==> src/rtl/otp_rd_pkg.sv <==
package otp_rd_pkg;

    typedef enum logic [4:0] {
        S_IDLE,
        S_BANK_CHK,
        S_BANK_WR,
        S_BANK_VFY,
        S_PU_MASK,
        S_PU_SW1,
        S_PU_SW2,
        S_PU_OPEN,
        S_RD_REQ,
        S_RD_POLL,
        S_PD_BURST,
        S_PD_ISO,
        S_PD_SW2,
        S_PD_SW1,
        S_PD_MASK,
        S_FINISH
    } otp_state_t;

    typedef struct packed {
        logic wmask;
        logic sw_a;
        logic sw_b;
        logic iso;
        logic burst;
        logic req;
        logic bwr;
        logic fin;
    } otp_ctl_t;

endpackage

==> src/rtl/otp_cycle_timer.sv <==
module otp_cycle_timer #(
    parameter int LIMIT = 16
) (
    input  logic clk,
    input  logic rst_n,
    input  logic load,
    output logic expired
);
    localparam int W = $clog2(LIMIT + 1);
    localparam logic [W-1:0] RELOAD = W'(LIMIT - 1);

    logic [W-1:0] cnt;
    logic         armed;

    always_ff @(posedge clk) begin
        if (!rst_n) begin
            cnt   <= '0;
            armed <= 1'b0;
        end else if (load) begin
            cnt   <= RELOAD;
            armed <= 1'b1;
        end else if (cnt != '0) begin
            cnt   <= cnt - 1'b1;
        end
    end

    assign expired = armed && (cnt == '0);
endmodule

==> src/rtl/otp_poll_budget.sv <==
module otp_poll_budget #(
    parameter int MAX_POLLS = 8
) (
    input  logic clk,
    input  logic rst_n,
    input  logic clr,
    input  logic inc,
    output logic last
);
    localparam int W = $clog2(MAX_POLLS + 1);
    localparam logic [W-1:0] FINAL = W'(MAX_POLLS - 1);

    logic [W-1:0] used;

    always_ff @(posedge clk) begin
        if (!rst_n) begin
            used <= '0;
        end else if (clr) begin
            used <= '0;
        end else if (inc && (used != FINAL)) begin
            used <= used + 1'b1;
        end
    end

    assign last = (used == FINAL);
endmodule

==> src/rtl/otp_rd_seq.sv <==
module otp_rd_seq
    import otp_rd_pkg::*;
#(
    parameter int ADDR_W     = 11,
    parameter int CNT_W      = 11,
    parameter int WORD_W     = 32,
    parameter int BANK_W     = 1,
    parameter int SETTLE_CYC = 200000,
    parameter int POLL_GAP   = 200,
    parameter int MAX_POLLS  = 1000000,
    parameter bit HAS_BURST  = 1'b1
) (
    input  logic              clk,
    input  logic              rst_n,
    input  logic              go,
    input  logic [ADDR_W-1:0] start_addr,
    input  logic [CNT_W-1:0]  byte_count,
    input  logic [BANK_W-1:0] want_bank,
    input  logic              burst_req,
    output logic              rd_valid,
    output logic [7:0]        rd_byte,
    output logic [CNT_W-1:0]  rd_index,
    output logic              done,
    output logic              err_busy,
    output logic              wr_mask_ovr,
    output logic              pwr_en_a,
    output logic              pwr_en_b,
    output logic              core_iso,
    output logic              burst_en,
    output logic              fz_req,
    output logic [ADDR_W-1:0] fz_addr,
    input  logic              fz_ready,
    input  logic [WORD_W-1:0] fz_word,
    input  logic [BANK_W-1:0] bank_cur,
    output logic              bank_wr,
    output logic [BANK_W-1:0] bank_wr_val
);
    localparam logic [CNT_W-1:0] ONE_LEFT = CNT_W'(1);

    otp_state_t state, nstate;
    otp_ctl_t   ctl;

    logic [ADDR_W-1:0] cur_addr;
    logic [CNT_W-1:0]  left;
    logic [CNT_W-1:0]  idx;
    logic [BANK_W-1:0] bank_lat;
    logic              burst_lat;
    logic              err_q;

    logic settle_load, settle_exp;
    logic poll_load, poll_tick;
    logic budget_clr, budget_inc, budget_last;
    logic bank_match;

    assign bank_match  = (bank_cur == bank_lat);
    assign settle_load = (state == S_PU_MASK) || (state == S_PD_ISO);
    assign poll_load   = (state == S_RD_REQ) || ((state == S_RD_POLL) && poll_tick);
    assign budget_clr  = (state == S_RD_REQ);
    assign budget_inc  = (state == S_RD_POLL) && poll_tick && !fz_ready;

    otp_cycle_timer #(.LIMIT(SETTLE_CYC)) u_settle (
        .clk     (clk),
        .rst_n   (rst_n),
        .load    (settle_load),
        .expired (settle_exp)
    );

    otp_cycle_timer #(.LIMIT(POLL_GAP)) u_gap (
        .clk     (clk),
        .rst_n   (rst_n),
        .load    (poll_load),
        .expired (poll_tick)
    );

    otp_poll_budget #(.MAX_POLLS(MAX_POLLS)) u_budget (
        .clk   (clk),
        .rst_n (rst_n),
        .clr   (budget_clr),
        .inc   (budget_inc),
        .last  (budget_last)
    );

    // state register
    always_ff @(posedge clk) begin
        if (!rst_n) state <= S_IDLE;
        else        state <= nstate;
    end

    // transitions
    always_comb begin
        nstate = state;
        unique case (state)
            S_IDLE: begin
                if (go) nstate = (byte_count == '0) ? S_FINISH : S_BANK_CHK;
            end
            S_BANK_CHK: nstate = bank_match ? S_PU_MASK : S_BANK_WR;
            S_BANK_WR:  nstate = S_BANK_VFY;
            S_BANK_VFY: nstate = bank_match ? S_PU_MASK : S_FINISH;
            S_PU_MASK:  nstate = S_PU_SW1;
            S_PU_SW1:   if (settle_exp) nstate = S_PU_SW2;
            S_PU_SW2:   nstate = S_PU_OPEN;
            S_PU_OPEN:  nstate = S_RD_REQ;
            S_RD_REQ:   nstate = S_RD_POLL;
            S_RD_POLL: begin
                if (poll_tick) begin
                    if (fz_ready)         nstate = (left == ONE_LEFT) ? S_PD_BURST : S_RD_REQ;
                    else if (budget_last) nstate = S_PD_BURST;
                end
            end
            S_PD_BURST: nstate = S_PD_ISO;
            S_PD_ISO:   nstate = S_PD_SW2;
            S_PD_SW2:   if (settle_exp) nstate = S_PD_SW1;
            S_PD_SW1:   nstate = S_PD_MASK;
            S_PD_MASK:  nstate = S_FINISH;
            S_FINISH:   nstate = S_IDLE;
            default:    nstate = S_IDLE;
        endcase
    end

    // Moore outputs
    always_comb begin
        ctl     = '0;
        ctl.iso = 1'b1;
        unique case (state)
            S_IDLE, S_BANK_CHK, S_BANK_VFY, S_PD_MASK: ;
            S_BANK_WR:  ctl.bwr = 1'b1;
            S_PU_MASK:  ctl.wmask = 1'b1;
            S_PU_SW1: begin
                ctl.wmask = 1'b1;
                ctl.sw_a  = 1'b1;
            end
            S_PU_SW2, S_PD_ISO: begin
                ctl.wmask = 1'b1;
                ctl.sw_a  = 1'b1;
                ctl.sw_b  = 1'b1;
            end
            S_PU_OPEN, S_PD_BURST: begin
                ctl.wmask = 1'b1;
                ctl.sw_a  = 1'b1;
                ctl.sw_b  = 1'b1;
                ctl.iso   = 1'b0;
            end
            S_RD_REQ, S_RD_POLL: begin
                ctl.wmask = 1'b1;
                ctl.sw_a  = 1'b1;
                ctl.sw_b  = 1'b1;
                ctl.iso   = 1'b0;
                ctl.burst = burst_lat;
                ctl.req   = (state == S_RD_REQ);
            end
            S_PD_SW2: begin
                ctl.wmask = 1'b1;
                ctl.sw_a  = 1'b1;
            end
            S_PD_SW1:   ctl.wmask = 1'b1;
            S_FINISH:   ctl.fin = 1'b1;
            default: ;
        endcase
    end

    assign wr_mask_ovr = ctl.wmask;
    assign pwr_en_a    = ctl.sw_a;
    assign pwr_en_b    = ctl.sw_b;
    assign core_iso    = ctl.iso;
    assign fz_req      = ctl.req;
    assign bank_wr     = ctl.bwr;
    assign done        = ctl.fin;
    assign fz_addr     = cur_addr;
    assign bank_wr_val = bank_lat;
    assign err_busy    = err_q;

    generate
        if (HAS_BURST) begin : g_burst
            assign burst_en = ctl.burst;
        end else begin : g_noburst
            assign burst_en = 1'b0;
        end
    endgenerate

    // run context and byte capture
    always_ff @(posedge clk) begin
        if (!rst_n) begin
            cur_addr  <= '0;
            left      <= '0;
            idx       <= '0;
            bank_lat  <= '0;
            burst_lat <= 1'b0;
            err_q     <= 1'b0;
            rd_valid  <= 1'b0;
            rd_byte   <= '0;
            rd_index  <= '0;
        end else begin
            rd_valid <= 1'b0;
            if ((state == S_IDLE) && go) begin
                cur_addr  <= start_addr;
                left      <= byte_count;
                idx       <= '0;
                bank_lat  <= want_bank;
                burst_lat <= burst_req;
                err_q     <= 1'b0;
            end
            if ((state == S_BANK_VFY) && !bank_match) begin
                err_q <= 1'b1;
            end
            if ((state == S_RD_POLL) && poll_tick) begin
                if (fz_ready) begin
                    rd_valid <= 1'b1;
                    rd_byte  <= fz_word[7:0];
                    rd_index <= idx;
                    idx      <= idx + 1'b1;
                    cur_addr <= cur_addr + 1'b1;
                    left     <= left - 1'b1;
                end else if (budget_last) begin
                    err_q <= 1'b1;
                end
            end
        end
    end
endmodule

==> config.mk <==
export PLATFORM = sky130hd
export DESIGN_NAME = otp_rd_seq
export DESIGN_NICKNAME = d
export VERILOG_FILES = /design/src/rtl/otp_rd_pkg.sv /design/src/rtl/otp_cycle_timer.sv /design/src/rtl/otp_poll_budget.sv /design/src/rtl/otp_rd_seq.sv
export SDC_FILE = /design/constraint.sdc
export NUM_CORES = 1
export LEC_CHECK = 0
export BUFFER_PORTS_ARGS = -buffer_cell sky130_fd_sc_hd__buf_2
export CORE_ASPECT_RATIO = 1.5
export CORE_UTILIZATION = 50
export CTS_CLUSTER_DIAMETER = 50
export CTS_CLUSTER_SIZE = 28
export DETAILED_ROUTE_END_ITERATION = 6
export PLACE_DENSITY = 0.83
export SLEW_MARGIN = 20
export SYNTH_ARGS = -nofsm -noshare
export SYNTH_HDL_FRONTEND = slang
export SYNTH_SLANG_ARGS = --single-unit
==> constraint.sdc <==
create_clock -name clk -period 2.1 [get_ports clk]
set_input_delay 0.315 -clock clk [delete_from_list [all_inputs] [get_ports clk]]
set_output_delay 0.315 -clock clk [all_outputs]
set_load 0.01 [all_outputs]
==> impl_metrics.tcl, run 1 <==
set metrics [dict create \
    outcome "finished with violations" \
    violations "setup timing" \
    die_h_um 130 \
    antenna_left 0 \
    synth_warnings 0 \
    grt_antenna_before_repair 0 \
    setup_viol_count_final 2 \
    finClkSkew_ns 0.0102 \
    synth_area_per_cell_sq_um 8.01 \
    ff2ff_path_depth 8 \
    p_leak_nw 2.76 \
    hold_violations 0 \
    drive_gt1_share_pct 28.0 \
    vias 5722 \
    drv_cap 0 \
    gp_congestion 0.885 \
    crit_path_max_incr_delay_ns 0.42 \
    finalCoreUtilization_pct 66.1 \
    die_w_um 87.0 \
    antenna_cells 0 \
    arrival_ns 2.39 \
    nets 873 \
    place_ws_ns -0.252 \
    synth-main-ff-cell "dfxtp_1" \
    period_minus_slack_ns 2.10 \
    hold_end "rd_byte[5]" \
    fin_tns_setup_ns -0.00182 \
    io_pins 102 \
    drtPass1Iterations 5 \
    drt_iter0_markers 402 \
    die_area_sq_mm 0.0113 \
    ctsLongestPathBuffers 2 \
    total_power_mw 7.60 \
    min_path_type "input pin to flip-flop" \
    synth-seq-cells 108 \
    slew_headroom_pct 64.4 \
    drc 0 \
    clock-sinks 108 \
    cp_slowest_cell "or3_1" \
    tightest_slew_ns 0.534 \
    synth_top_area_share_pct 39.9 \
    fp.coreArea_sq_mm 0.0106 \
    mappedNetlistArea_sq_mm 0.00542 \
    synthToLayoutAreaGrowth_pct 29.1 \
    mostFrequentLayoutCells "dfxtp_1 (100), nand2_1 (88), buf_2 (78)" \
    grt_overflow 0 \
    async_reset_ff_share_pct 0 \
    start_util_pct 51.2 \
    synth_top_cell_by_area "dfxtp_1" \
    portBuffers 77 \
    clk_pin_slew_ns 0.08 \
    cp_max_fo 7 \
    fillers 877 \
    crit_path_cell_trace "inv_2 > ha_4 > nor4b_4 > and4_4 > buf_12 > nand4_1 > or3_1 > a21oi_2" \
    grt_max_degree 29 \
    synthesis.nets 751 \
    worstSetupPathType "flip-flop to flip-flop" \
    synth_edf_count 0 \
    power_density_mw_per_mm2 1090 \
    ys_top_cells_by_area "dfxtp_1 (40%), a21oi_1 (7.6%), nand2_1 (6.2%), nor2_1 (3.7%), ha_1 (3.0%)" \
    slew_violations 0 \
    stdcell_area_sq_mm 0.00700 \
    numCtsBuffers 9 \
    ys_seq_area_share_pct 39.9 \
    end_kind "flip-flop" \
    wire_per_inst_um 16.3 \
    final_common_cell "dfxtp_1" \
    finalWirelength_um 15400 \
    htreeDepth 3 \
    synth_cell_types 60 \
    hold_start "fz_word[5]" \
    vias_per_cell 6.04 \
    worst_r2r_endpoint "idx[9]" \
    root_buffer "clkbuf_16" \
    place_inst 921 \
    track_usage_pct 26.2 \
    row_count 46 \
    layout_setup_ws_ns -0.00127 \
    final_cells 948 \
    maxClockFrequency_mhz 476 \
    worst-r2r-setup-slack_ns -0.001 \
    grt_pass1_vias 5356 \
    required_ns 2.39 \
    min_path_cells 3 \
    cts_tree "done" \
    fin_crit_sh_pct 100 \
    rsz0062_at_grt "yes" \
    postSynthCellCount 677 \
    r2r_start "u_gap.cnt[0]" \
    clock_latency_ns 0.36 \
    place_area_sq_mm 0.00635 \
    grt_pass1_wl_um 23500 \
    hold_ws_ns 0.188 \
    ir_drop_uv 705 \
    cp-start-kind "flip-flop" \
    dp_hpwl_um 10500 \
]
## Yosys cell counts (all sizes together) (13+ instances only)
library cell  number
dfxtp            108
a21oi             82
clkbuf            31
xor2              18
nor4              14
nor3              19
nand2             89
o21ai             31
nor2              53
nand4             23
ha                13
or3               13
inv               22
nand3             18
## cell families after synthesis
logic type | after synthesis | synth area share [%]
flops | 108 | 39.9
buf+inv | 59 | 4.22
simple gates | 290 | 27.7
mux | 11 | 2.12
xor+xnor | 26 | 4.20
compound gates | 170 | 18.9
fa+ha+maj | 13 | 3.00
## how the worst max path moves through the flow
stage                     slack [ns]  cells past startpoint          from           endpoint
after global routing           -0.13                      8  u_gap.cnt[0]  u_budget.used[13]
after detailed placement       -0.25                      7      state[2]         fz_addr[3]
final                         -0.001                      8  u_gap.cnt[0]             idx[9]
after floorplan                 0.01                      9      state[2]   u_budget.used[8]
after global placement         -0.14                      7      state[2]            left[2]
after CTS                     -0.006                      7  u_gap.cnt[1]  u_budget.used[17]
## area by class of cell
| cell class | count | area [sq um] | share of cell area (%) |
|---|---|---|---|
| flip-flops and latches | 108 | 2170 | 31.0 |
| repair buffers | 147 | 970 | 13.9 |
| multi-input cells | 511 | 3270 | 46.8 |
| well taps | 144 | 180 | 2.57 |
| inverters | 22 | 82.6 | 1.18 |
| clock inverters | 7 | 96.3 | 1.38 |
| clock buffers | 9 | 225 | 3.22 |
## flip-flops by register name, indices dropped and copies added, names as in the netlist, 8 cells and up
signal / count
fz_addr: 11
idx: 11
left: 11
rd_byte: 8
rd_index: 11
u_budget.used: 20
u_gap.cnt: 8
u_settle.cnt: 18
## routing by layer
metal / global-route usage, % / share of wire [%]
met1: 27.6 / 38
met2: 49.4 / 54
met3: 4.14 / 4.8
met4: 13.4 / 3.7
met5: 0 / 0
## power by group
group / total (mW) / internal (mW) / switching [mW]
Combinational: 3.04 / 1.43 / 1.61
Sequential: 2.74 / 2.38 / 0.368
Clock: 1.81 / 0.959 / 0.852
## worst max-delay path: cells and delay by family (launching register included)
family,cells,cell delay [ns]
buf+inv,2,0.20
compound gates,1,0.13
simple gates,4,1.24
flops,1,0.33
fa+ha+maj,1,0.13
## what timing repair did
item	in CTS	in global routing
gates cloned	0	2
pin swaps	4	20
buffers inserted	1	8
endpoints found under the setup margin	27	36
hold buffers	0	0
gates resized for setup	11	59
(Power assumes the default switching activity.)
==> inputs of run 2 (changes only) <==
Settings changed: CAP_MARGIN set to 20, RECOVER_POWER set to 25, SETUP_SLACK_MARGIN set to 0.05.
==> run 2 against run 1 <==
Sequential share of layout area fell by 0.12 points. Highest routed layer unchanged. First-iteration DRC count rose by 63%. Largest cell class unchanged. The flow still finishes with violations (setup timing). Wire length rose by 5.4%. Global-route usage rose by 0.59 points. Critical path type unchanged. Critical endpoint unchanged.
==> impl_metrics.tcl, run 2 (synthesis results as in run 1) <==
set metrics [dict create \
    required_ns 2.40 \
    grt_antenna_before_repair 0 \
    hold_ws_ns 0.196 \
    gp_congestion 0.879 \
    mostFrequentLayoutCells "dfxtp_1 (103), nand2_1 (89), a21oi_1 (77)" \
    rsz0062_at_grt "yes" \
    hold_violations 0 \
    clock-sinks 108 \
    total_power_mw 7.65 \
    dp_hpwl_um 10200 \
    start_util_pct 51.2 \
    cts_hold_buffers 0 \
    ir_drop_uv 670 \
    wire_per_inst_um 17.0 \
    drt_iter0_markers 655 \
    maxClockFrequency_mhz 472 \
    worstSetupPathType "flip-flop to flip-flop" \
    largest-register "u_budget.used" \
    cp_max_fo 5 \
    die_h_um 130 \
    drtPass1Iterations 6 \
    drv_cap 0 \
    ctsLongestPathBuffers 2 \
    place_ws_ns -0.233 \
    numCtsBuffers 9 \
    clk_pin_slew_ns 0.07 \
    layout_setup_ws_ns -0.0197 \
    grt_max_degree 33 \
    power_density_mw_per_mm2 1090 \
    setup_viol_count_final 2 \
    vias 5859 \
    grt_pass1_wl_um 24100 \
    slew_headroom_pct 51.9 \
    track_usage_pct 26.8 \
    slew_violations 0 \
    drc 0 \
    outcome "finished with violations" \
    fin_crit_sh_pct 101 \
    synthToLayoutAreaGrowth_pct 29.5 \
    cts_tree "done" \
    arrival_ns 2.42 \
    period_minus_slack_ns 2.12 \
    p_leak_nw 2.63 \
    largest_reg_flops 20 \
    largestRegisters "u_budget.used: 20 flops, u_settle.cnt: 18 flops" \
    finClkSkew_ns 0.0135 \
    grt_overflow 0 \
    worst-r2r-setup-slack_ns -0.02 \
    nets 878 \
    vias_per_cell 6.15 \
    tightest_slew_ns 0.714 \
    row_count 46 \
    min_path_type "input pin to flip-flop" \
    cp-start-kind "flip-flop" \
    portBuffers 77 \
    end_kind "flip-flop" \
    finalWirelength_um 16200 \
    antenna_left 0 \
    clock_latency_ns 0.36 \
    drive_gt1_share_pct 23.9 \
    die_area_sq_mm 0.0113 \
    root_buffer "clkbuf_16" \
    antenna_cells 0 \
    die_w_um 87.0 \
    io_pins 102 \
    grt_pass1_vias 5497 \
    fp.coreArea_sq_mm 0.0106 \
    htreeDepth 3 \
    violations "setup timing" \
    fin_tns_setup_ns -0.0224 \
    final_common_cell "dfxtp_1" \
]
-- run 2: changes by cell type in the layout (fill, tap and decap cells not counted), sizes merged --
cell | previous run | this run
bufbuf | 0 | 1
buf | 147 | 118
clkbuf | 9 | 43
inv | 25 | 24
-- run 2: where the power goes --
part | internal (mW) | switching (mW) | total (mW)
combinational | 1.48 | 1.65 | 3.13
clock | 0.967 | 0.801 | 1.77
sequential | 2.38 | 0.377 | 2.76
total | 4.83 | 2.83 | 7.65
-- run 2: cell type report --
type,count,area [sq um]
repair buffers,152,981
clock buffers,10,239
fillers,859,3570
clock inverters,6,68.8
flip-flops and latches,108,2170
inverters,22,87.6
well taps,144,180
multi-input cells,511,3290
-- run 2: critical path, cell delays in order (launching register included) --
cell	delay, ns
dfxtp_2	0.33
inv_2	0.08
ha_4	0.13
nor4b_4	0.17
buf_4	0.18
and4_4	0.28
buf_12	0.12
nand4_1	0.20
or3_4	0.46
a21oi_2	0.11
-- run 2: repair_timing --
action / in CTS / in global routing
buffers inserted: 10 / 13
setup endpoints to repair: 43 / 53
pin swaps: 9 / 32
cloned: 2 / 1
resized for setup: 22 / 53
-- run 2: layer usage --
metal,part of all wire (%),vias to the layer above,global-route usage [%]
met4,3.6,0,14.7
met2,53,278,48.7
met1,37,2815,29.1
li1,-,2710,-
met5,0,-,0
met3,6.2,56,4.65
-- run 2: path summary, 6_finish.rpt --
check                      to         start  cells past startpoint
setup / recovery       idx[9]  u_gap.cnt[0]                      9
hold / removal     rd_byte[5]    fz_word[5]                      3
setup reg to reg       idx[9]  u_gap.cnt[0]                      9
hold reg to reg   rd_index[6]   rd_index[6]                      2
-- run 2: through the flow --
stage	instance area, sq um	utilization [%]	std cells
after floorplan	5440	-	677
after global placement	6270	59.2	911
after detailed placement	6270	59.2	911
after CTS	6760	63.8	939
after global routing	7020	66.3	953
final	7020	66.3	953
